$ cat config.mk
export PLATFORM = sky130hd
export DESIGN_NAME = clkctl_csr
export DESIGN_NICKNAME = d
export VERILOG_FILES = /design/src/rtl/clkctl_pkg.sv /design/src/rtl/clkctl_lock_sync.sv /design/src/rtl/clkctl_pll_enables.sv /design/src/rtl/clkctl_store.sv /design/src/rtl/clkctl_csr.sv
export SDC_FILE = /design/constraint.sdc
export NUM_CORES = 1
export LEC_CHECK = 0
export BUFFER_PORTS_ARGS = -buffer_cell sky130_fd_sc_hd__buf_2
export CORE_AREA = 2 2 72 47
export DETAILED_ROUTE_END_ITERATION = 6
export DIE_AREA = 0 0 74 49
export PLACE_DENSITY = 0.75
export SKIP_CTS_REPAIR_TIMING = 1
export SLEW_MARGIN = 10
export SYNTH_ARGS = -nofsm -noshare
export SYNTH_HDL_FRONTEND = slang
export SYNTH_SLANG_ARGS = --single-unit
$ cat constraint.sdc
create_clock -name clk -period 0.9 [get_ports clk]
set_input_delay 0.045 -clock clk [delete_from_list [all_inputs] [get_ports clk]]
set_output_delay 0.045 -clock clk [all_outputs]
set_load 0.02 [all_outputs]
$ cat src/rtl/clkctl_pkg.sv
package clkctl_pkg;
  localparam int unsigned REG_W       = 32;
  localparam int unsigned BE_W        = REG_W / 8;
  localparam int unsigned NUM_PLL     = 3;
  localparam int unsigned EN_BASE     = 24;   // enables at 24,26,28
  localparam int unsigned RDY_BASE    = 25;   // ready flags at 25,27,29
  localparam int unsigned BYP_BIT     = 18;
  localparam logic [REG_W-1:0] RST_VAL    = 32'h0000_0063;
  localparam logic [REG_W-1:0] STORE_MASK = 32'h000F_0FFF;

  function automatic int unsigned en_pos(input int unsigned idx);
    return EN_BASE + 2 * idx;
  endfunction

  function automatic int unsigned rdy_pos(input int unsigned idx);
    return RDY_BASE + 2 * idx;
  endfunction

  function automatic logic [REG_W-1:0] be_to_mask(input logic [BE_W-1:0] be);
    logic [REG_W-1:0] m;
    for (int unsigned k = 0; k < BE_W; k++) begin
      m[8*k +: 8] = {8{be[k]}};
    end
    return m;
  endfunction
endpackage

$ cat src/rtl/clkctl_lock_sync.sv
module clkctl_lock_sync #(
  parameter int unsigned WIDTH  = 3,
  parameter int unsigned STAGES = 2
) (
  input  logic             clk,
  input  logic             rst_n,
  input  logic [WIDTH-1:0] lock_i,
  output logic [WIDTH-1:0] lock_o
);
  localparam int unsigned AGE_W = $clog2(STAGES + 1);

  logic [WIDTH-1:0] stg_q [STAGES];
  logic [WIDTH-1:0] stg_d [STAGES];

  always_comb begin
    stg_d[0] = lock_i;
    for (int unsigned s = 1; s < STAGES; s++) begin
      stg_d[s] = stg_q[s-1];
    end
  end

  always_ff @(posedge clk or negedge rst_n) begin
    if (!rst_n) begin
      for (int unsigned s = 0; s < STAGES; s++) stg_q[s] <= '0;
    end else begin
      for (int unsigned s = 0; s < STAGES; s++) stg_q[s] <= stg_d[s];
    end
  end

  assign lock_o = stg_q[STAGES-1];

  // cycles since reset, saturating; guards the latency check
  logic [AGE_W-1:0] age_q;
  always_ff @(posedge clk or negedge rst_n) begin
    if (!rst_n)                      age_q <= '0;
    else if (age_q != AGE_W'(STAGES)) age_q <= age_q + 1'b1;
  end

  generate
    if (STAGES == 2) begin : g_chk2
      assert_ready_latency_R4: assert property (@(posedge clk) disable iff (!rst_n)
        (age_q == AGE_W'(STAGES)) |-> (lock_o == $past(lock_i, 2)))
        else $error("ready flag latency mismatch");
    end
  endgenerate
endmodule

$ cat src/rtl/clkctl_pll_enables.sv
module clkctl_pll_enables #(
  parameter int unsigned NUM      = 3,
  parameter int unsigned MAIN_IDX = 0
) (
  input  logic           clk,
  input  logic           rst_n,
  input  logic           wr_hit,     // write to this register with top byte enabled
  input  logic [NUM-1:0] wr_bits,
  input  logic           lp_entry,
  input  logic           main_is_sys,
  output logic [NUM-1:0] en_o
);
  logic [NUM-1:0] en_q;
  logic [NUM-1:0] en_d;

  generate
    for (genvar i = 0; i < NUM; i++) begin : g_en
      always_comb begin
        en_d[i] = en_q[i];
        if (lp_entry) begin
          en_d[i] = 1'b0;
        end else if (wr_hit) begin
          if ((i == MAIN_IDX) && main_is_sys && !wr_bits[i]) en_d[i] = en_q[i];
          else                                                en_d[i] = wr_bits[i];
        end
      end

      if (i != MAIN_IDX) begin : g_aux_chk
        assert_aux_write_R5: assert property (@(posedge clk) disable iff (!rst_n)
          (wr_hit && !lp_entry) |=> (en_o[i] == $past(wr_bits[i])))
          else $error("aux enable write lost");
      end
    end
  endgenerate

  always_ff @(posedge clk or negedge rst_n) begin
    if (!rst_n) en_q <= '0;
    else        en_q <= en_d;
  end

  assign en_o = en_q;

  assert_lp_clear_R6: assert property (@(posedge clk) disable iff (!rst_n)
    lp_entry |=> (en_o == '0))
    else $error("enables survived low-power entry");

  assert_main_hold_R7: assert property (@(posedge clk) disable iff (!rst_n)
    (en_o[MAIN_IDX] && main_is_sys && !lp_entry) |=> en_o[MAIN_IDX])
    else $error("main enable cleared while system clock");
endmodule

$ cat src/rtl/clkctl_store.sv
module clkctl_store
  import clkctl_pkg::*;
(
  input  logic             clk,
  input  logic             rst_n,
  input  logic             wr_hit,
  input  logic [REG_W-1:0] wr_mask,
  input  logic [REG_W-1:0] wr_data,
  output logic [REG_W-1:0] q_o
);
  localparam logic [REG_W-1:0] BYP_MASK = REG_W'(1) << BYP_BIT;
  localparam logic [REG_W-1:0] RST_MASK = STORE_MASK & ~BYP_MASK;

  logic [REG_W-1:0] q_q, q_d, sel;
  logic             byp_q, byp_d;

  always_comb begin
    sel   = wr_hit ? (wr_mask & RST_MASK) : '0;
    q_d   = (q_q & ~sel) | (wr_data & sel);
    byp_d = (wr_hit && wr_mask[BYP_BIT]) ? wr_data[BYP_BIT] : byp_q;
  end

  always_ff @(posedge clk or negedge rst_n) begin
    if (!rst_n) q_q <= RST_VAL & RST_MASK;
    else        q_q <= q_d;
  end

  // bypass select is deliberately outside the reset domain
  always_ff @(posedge clk) begin
    byp_q <= byp_d;
  end

  always_comb begin
    q_o          = q_q;
    q_o[BYP_BIT] = byp_q;
  end

  assert_store_hold_R9: assert property (@(posedge clk) disable iff (!rst_n)
    !wr_hit |=> $stable(q_q))
    else $error("storage changed without a write");
endmodule

$ cat src/rtl/clkctl_csr.sv
module clkctl_csr
  import clkctl_pkg::*;
#(
  parameter int unsigned ADDR_W       = 8,
  parameter logic [7:0]  REG_OFFSET   = 8'h00,
  parameter int unsigned SEL_W        = 2,
  parameter logic [1:0]  SEL_MAIN_PLL = 2'b11,
  parameter int unsigned SYNC_STAGES  = 2
) (
  input  logic               clk,
  input  logic               rst_n,
  input  logic               wr_en,
  input  logic [ADDR_W-1:0]  wr_addr,
  input  logic [BE_W-1:0]    wr_be,
  input  logic [REG_W-1:0]   wr_data,
  input  logic [NUM_PLL-1:0] pll_lock,
  input  logic               lp_entry,
  input  logic [SEL_W-1:0]   sysclk_sel,
  output logic [REG_W-1:0]   rd_data,
  output logic [NUM_PLL-1:0] pll_en
);
  localparam int unsigned MAIN_IDX = 0;
  localparam int unsigned TOP_BYTE = BE_W - 1;

  logic               hit;
  logic [REG_W-1:0]   wmask;
  logic [NUM_PLL-1:0] en_wbits;
  logic [NUM_PLL-1:0] rdy;
  logic [REG_W-1:0]   store_q;

  assign hit   = wr_en && (wr_addr == ADDR_W'(REG_OFFSET));
  assign wmask = be_to_mask(wr_be);

  generate
    for (genvar i = 0; i < NUM_PLL; i++) begin : g_wbits
      assign en_wbits[i] = wr_data[en_pos(i)];
    end
  endgenerate

  clkctl_lock_sync #(.WIDTH(NUM_PLL), .STAGES(SYNC_STAGES)) u_sync (
    .clk    (clk),
    .rst_n  (rst_n),
    .lock_i (pll_lock),
    .lock_o (rdy)
  );

  clkctl_pll_enables #(.NUM(NUM_PLL), .MAIN_IDX(MAIN_IDX)) u_en (
    .clk         (clk),
    .rst_n       (rst_n),
    .wr_hit      (hit && wr_be[TOP_BYTE]),
    .wr_bits     (en_wbits),
    .lp_entry    (lp_entry),
    .main_is_sys (sysclk_sel == SEL_W'(SEL_MAIN_PLL)),
    .en_o        (pll_en)
  );

  clkctl_store u_store (
    .clk     (clk),
    .rst_n   (rst_n),
    .wr_hit  (hit),
    .wr_mask (wmask),
    .wr_data (wr_data),
    .q_o     (store_q)
  );

  always_comb begin
    rd_data = store_q & STORE_MASK;
    for (int unsigned i = 0; i < NUM_PLL; i++) begin
      rd_data[en_pos(i)]  = pll_en[i];
      rd_data[rdy_pos(i)] = rdy[i];
    end
  end

  assert_reserved_zero_R8: assert property (@(posedge clk) disable iff (!rst_n)
    (rd_data[31:30] == 2'b00) && (rd_data[23:20] == 4'h0) && (rd_data[15:12] == 4'h0))
    else $error("reserved bits read nonzero");

  assert_foreign_addr_R10: assert property (@(posedge clk) disable iff (!rst_n)
    (wr_en && !hit && !lp_entry) |=> $stable(pll_en))
    else $error("write to other offset changed enables");
endmodule

==> results of run 1 <==
-- critical path: cells and delay by family --
family | cells | cell delay (ns)
buf+inv | 2 | 0.26
simple gates | 2 | 0.56
mux | 1 | 0.28
-- layout by cell type (no fill, tap or decap) --
master / instances
inv_1: 3
nand4_1: 2
dfrtp_1: 20
inv_6: 1
nand4_4: 1
conb_1: 10
dlygate4sd3_1: 15
a31o_2: 2
nor2_1: 1
inv_2: 1
a311oi_2: 2
clkbuf_8: 3
mux2_2: 14
and3_4: 1
nor3b_1: 1
nand3_4: 1
buf_6: 18
edfxtp_1: 1
mux2_4: 1
nor4bb_2: 2
buf_4: 6
dfstp_2: 4
buf_2: 47
nand2_1: 1
nor2b_1: 1
a32o_1: 1
nor4_4: 1
-- per-stage QoR --
stage	hold slack [ns]	power [W]
after floorplan	-0.251	0.00134
after global routing	0.00134	0.00235
after global placement	0.0376	0.00145
final	0.0130	0.00220
after CTS	-0.250	0.00216
after detailed placement	0.0511	0.00147
-- worst max-delay path by stage --
| stage | startpoint | to |
|---|---|---|
| after floorplan | wr_addr[5] | register |
| after global placement | wr_addr[5] | register |
| after detailed placement | wr_addr[5] | register |
| after CTS | register | rd_data[1] |
| after global routing | register | rd_data[0] |
| final | wr_addr[5] | register |
-- layout make-up --
class	instances	area, um^2
fill	254	1230
multi-input combinational	42	405
sequential	25	636
inverter	4	15.0
tap	45	56.3
clock buffer	3	41.3
clock inverter	1	8.76
timing repair buffer	86	633
-- cell usage after synthesis, drive strengths merged --
cell type / number / share of area
dfrtp: 20 / 0.47
mux2: 15 / 0.16
buf: 14 / 0.098
dfstp: 4 / 0.098
inv: 4 / 0.014
nand4: 3 / 0.023
a311oi: 2 / 0.016
a31o: 2 / 0.016
nor4bb: 2 / 0.019
a32o: 1 / 0.0093
and3: 1 / 0.0070
conb: 1 / 0.0035
edfxtp: 1 / 0.028
nand2: 1 / 0.0035
nand3: 1 / 0.0047
nor2: 1 / 0.0035
nor2b: 1 / 0.0058
nor3b: 1 / 0.0070
nor4: 1 / 0.020
-- logic make-up (layout without fill, tap and decap cells) --
kind of cell	Yosys count	count (layout)	share of synthesized area
DFF	25	25	0.592
and+or+nand+nor	12	12	0.0932
muxes	15	15	0.157
AOI/OAI and AO/OA	5	5	0.0420
buffers and inverters	18	94	0.112
other	1	10	0.00349
-- power by group through the flow --
| stage | Sequential [W] | Clock (W) | Combinational, W |
|---|---|---|---|
| 5_1_grt | 0.00118 | 0.000787 | 0.000380 |
| 2_1_floorplan | 0.00123 | 0 | 0.000108 |
| 6_report | 0.00118 | 0.000673 | 0.000348 |
| 4_1_cts | 0.00118 | 0.000711 | 0.000268 |
| 3_5_place_dp | 0.00120 | 0 | 0.000268 |
| 3_3_place_gp | 0.00120 | 0 | 0.000258 |
-- routing by layer --
metal  up-vias  wire, um  share of wire
met5         -         0              0
met4         0        27         0.0099
met3         2       276           0.10
met2        52      1540           0.56
met1       425       882           0.32
li1        414         -              -
==> impl_metrics.toml, run 1 <==
[outcome]
status = "finished with violations"
violations = "negative setup slack"

[clock_tree]
path_clk_slew_ns = 0.08
clock_latency_ns = 0.27
cts_tree = "yes"
cts_made_buffers = 3
clock_path_buffers = 2
cts_root_buf = "clkbuf_8"
cts_sinks = 25
htreeDepth = 1

[layout]
final_net_count = 215
drive_above_1_share = 0.652
fin_cells = 206
design_area_um2 = 1800
n_antenna_cell = 0
area_growth_pct = 67.2
final_util = 0.594

[sta]
setup_slack_ns = -0.0953
skew_ns = 0.00177
slew_viol_final = 0
finalCritPeriodShare = 1.11
worst_slew_pin_slew_ns = 0.522
worst_slew_margin_rel = 0.652
tns_ns = -0.917
max_clock_freq_mhz = 1000
period_minus_slack_ns = 0.995
setup_viol = 17
finalHoldViolations = 0
rsz0062_at_grt = "true"

[global_routing]
gr-max-usage-layer = "met2"
grt_usage = 0.137
grtUsageMet3 = 0.0682
grt_max_degree = 25
grt_pass1_vias = 848
gr-usage-met2 = 0.250
antenna_found_initial = 0
grt_util_met1 = 0.148
overflow = 0
grt_pass1_wl_mm = 3.77

[pwr]
power_density_nw_per_um2 = 1230
netSwitchingPower_w = 0.000537
power_frac_seq = 0.536
p_int_w = 0.00166
vdd_drop_max_mv = 0.803
leakage_nw = 0.920
swShare = 0.244
clkPwrFrac = 0.306
pwr-share-comb = 0.158

[floorplanning]
io_pins = 88
fp.dieH_um = 49
die_w_um = 74
fp-row-count = 16
die-area_um2 = 3630
core_area_um2 = 3020
initial_core_util = 0.355

[placement]
io_buffers = 64
placed_area_um2 = 1430
place_congestion = 0.747
dp_hpwl_mm = 1.92
placed_cells = 185
pre_cts_ws_ns = -0.395

[critical_path]
reg2regPathDepth = 3
r2r_end = "u_en.en_o[1]$_DFFE_PN0P_"
reg2reg_slack_ns = -0.04
criticalPathCategory = "in2reg"
cpMostUsedCell = "buf_6"
rr_startpoint = "u_en.en_o[1]$_DFFE_PN0P_"
critPathSlowestCell = "nor4_4"
cp-start-kind = "primary input"
end_kind = "register"
path_max_fanout = 4
cp_cell_sequence = "buf_6 > nor4_4 > nand4_1 > buf_6 > mux2_4"
arrival_ns = 1.15
crit_path_max_incr_delay_ns = 0.40
crit_required_ns = 1.05

[synth]
ys.warnings.count = 0
ys_ff_latch = 25
seq_area_frac_synth = 0.592
synth.avg_cell_area_um2 = 14.1
yosys.cell_types.count = 20
syn_inst = 76
syn_area_um2 = 1070

[detailed_routing]
drt-total-wl_mm = 2.72
first_iter_violations = 1
num_vias = 893
avgRoutedWirePerCell_um = 13.2
drt_pass1_iterations = 2
via_per_inst = 4.33
drc = 0
drtAntennaViolNets = 0

[job]
maxCapViolCount = 0

[worst_hold_path]
hold_path_class = "in2reg"
hold_depth = 2
hold_start = "wr_data[6]"
Power figures use the tool's default switching activity.
==> run 2: changes to the inputs <==
--- a/config.mk
+++ b/config.mk
@@ -15,3 +15,4 @@
 export SYNTH_ARGS = -nofsm -noshare
 export SYNTH_HDL_FRONTEND = slang
 export SYNTH_SLANG_ARGS = --single-unit
+export TNS_END_PERCENT = 50
==> impl_metrics.toml, run 2 (same netlist as run 1, synthesis figures left out) <==
[outcome]
status = "finished with violations"
violations = "negative setup slack"

[pwr]
vdd_drop_max_mv = 1.03
leakage_nw = 0.913
power_density_nw_per_um2 = 1300

[clock_tree]
clock_latency_ns = 0.27
cts_tree = "yes"
cts_sinks = 25
htreeDepth = 1
cts_made_buffers = 3
clock_path_buffers = 2
cts_root_buf = "clkbuf_8"
path_clk_slew_ns = 0.09

[critical_path]
worst-path-buf-inv = 1
path_delay_family = "flip-flops"
crit_required_ns = 0.85
reg2regPathDepth = 2
path_depth = 1
cp-start-kind = "register"
crit_path_max_incr_delay_ns = 0.55
rr_startpoint = "u_en.en_o[0]$_DFFE_PN0P_"
reg2reg_slack_ns = 0.05
endpoint = "rd_data[5]"
criticalPathCategory = "reg2out"
critPathSlowestCell = "dfstp_2"
end_kind = "primary output"
cp_cell_sequence = "buf_6"
r2r_end = "u_en.en_o[0]$_DFFE_PN0P_"
path_max_fanout = 2
arrival_ns = 0.93

[detailed_routing]
drc = 0
drtAntennaViolNets = 0
drt-total-wl_mm = 2.61
first_iter_violations = 7
num_vias = 888
via_per_inst = 4.33
drt_pass1_iterations = 4
avgRoutedWirePerCell_um = 12.7

[layout]
fin_cells = 205
final_net_count = 214
design_area_um2 = 1700
drive_above_1_share = 0.638
n_antenna_cell = 0
final_common_cell = "buf_2"
mostFrequentLayoutCells = "55 x buf_2, 20 x dfrtp_1, 14 x mux2_2, 14 x dlygate4sd3_1, 10 x conb_1"
area_growth_pct = 58.7

[job]
maxCapViolCount = 0

[sta]
slew_viol_final = 0
rsz0062_at_grt = "true"
skew_ns = 0.00140
period_minus_slack_ns = 0.976
max_clock_freq_mhz = 1020
worst_slew_margin_rel = 0.647
setup_slack_ns = -0.0761
finalCritPeriodShare = 1.08
setup_viol = 6
finalHoldViolations = 0
worst_slew_pin_slew_ns = 0.529

[global_routing]
overflow = 0
grt_usage = 0.138
gr-usage-met2 = 0.241
grt_max_degree = 25
grt_util_met1 = 0.154
grt_pass1_vias = 834
grt_pass1_wl_mm = 3.71
grtUsageMet3 = 0.0599
gr-max-usage-layer = "met2"
antenna_found_initial = 0

[placement]
place_congestion = 0.674
io_buffers = 64
placed_area_um2 = 1430
placed_cells = 185
pre_cts_ws_ns = -0.444

[floorplanning]
fp.dieH_um = 49
core_area_um2 = 3020
die-area_um2 = 3630
io_pins = 88
fp-row-count = 16
initial_core_util = 0.355
die_w_um = 74

[worst_hold_path]
hold_path_class = "in2reg"
run 2: cell types whose count changed in the layout (fill, tap and decap cells not counted), sizes merged:
| cell | change |
|---|---|
| dlygate4sd3 | -1 |
run 2: per-stage QoR:
stage / hold WS (ns) / setup TNS, ns / power, W / utilization
2_1_floorplan: -0.251 / -3.26 / 0.00134 / -
3_3_place_gp: 0.0355 / -6.22 / 0.00146 / 0.471
3_5_place_dp: 0.0554 / -7.24 / 0.00146 / 0.471
4_1_cts: -0.246 / -1.84 / 0.00217 / 0.488
5_1_grt: -0.00721 / -0.724 / 0.00233 / 0.564
6_report: 0.00351 / -0.319 / 0.00221 / 0.564
run 2: worst min-delay path by stage:
stage | from | endpoint | slack (ns) | depth (start not counted)
after floorplan | rst_n | asynchronous set/reset pin | -0.25 | 0
after global placement | rst_n | u_sync.stg_d[2]$_DFF_PN0_ | 0.04 | 1
after detailed placement | rst_n | u_sync.stg_d[1]$_DFF_PN0_ | 0.06 | 1
after CTS | rst_n | u_sync.stg_d[1]$_DFF_PN0_ | -0.25 | 1
after global routing | wr_data[17] | register | -0.007 | 2
final | wr_data[17] | register | 0.004 | 2
run 2: final cells by class:
type	count	area (um^2)
fillers	254	1320
flip-flops and latches	25	636
repair buffers	85	566
multi-input cells	42	382
well taps	45	56.3
clock buffers	3	41.3
inverters	4	15.0
clock inverters	1	8.76
run 2: power by group:
| part | internal, W | total [W] | switching, W |
|---|---|---|---|
| Sequential | 0.00116 | 0.00118 | 0.0000143 |
| Clock | 0.000324 | 0.000697 | 0.000372 |
| Combinational | 0.000165 | 0.000332 | 0.000167 |
| Total | 0.00165 | 0.00221 | 0.000554 |
run 2: metal layers:
| metal | wire [um] | up-vias | share of wire |
|---|---|---|---|
| li1 | - | 410 | - |
| met1 | 993 | 425 | 0.38 |
| met2 | 1370 | 51 | 0.52 |
| met3 | 242 | 2 | 0.093 |
| met4 | 7 | 0 | 0.0027 |
| met5 | 0 | - | 0 |
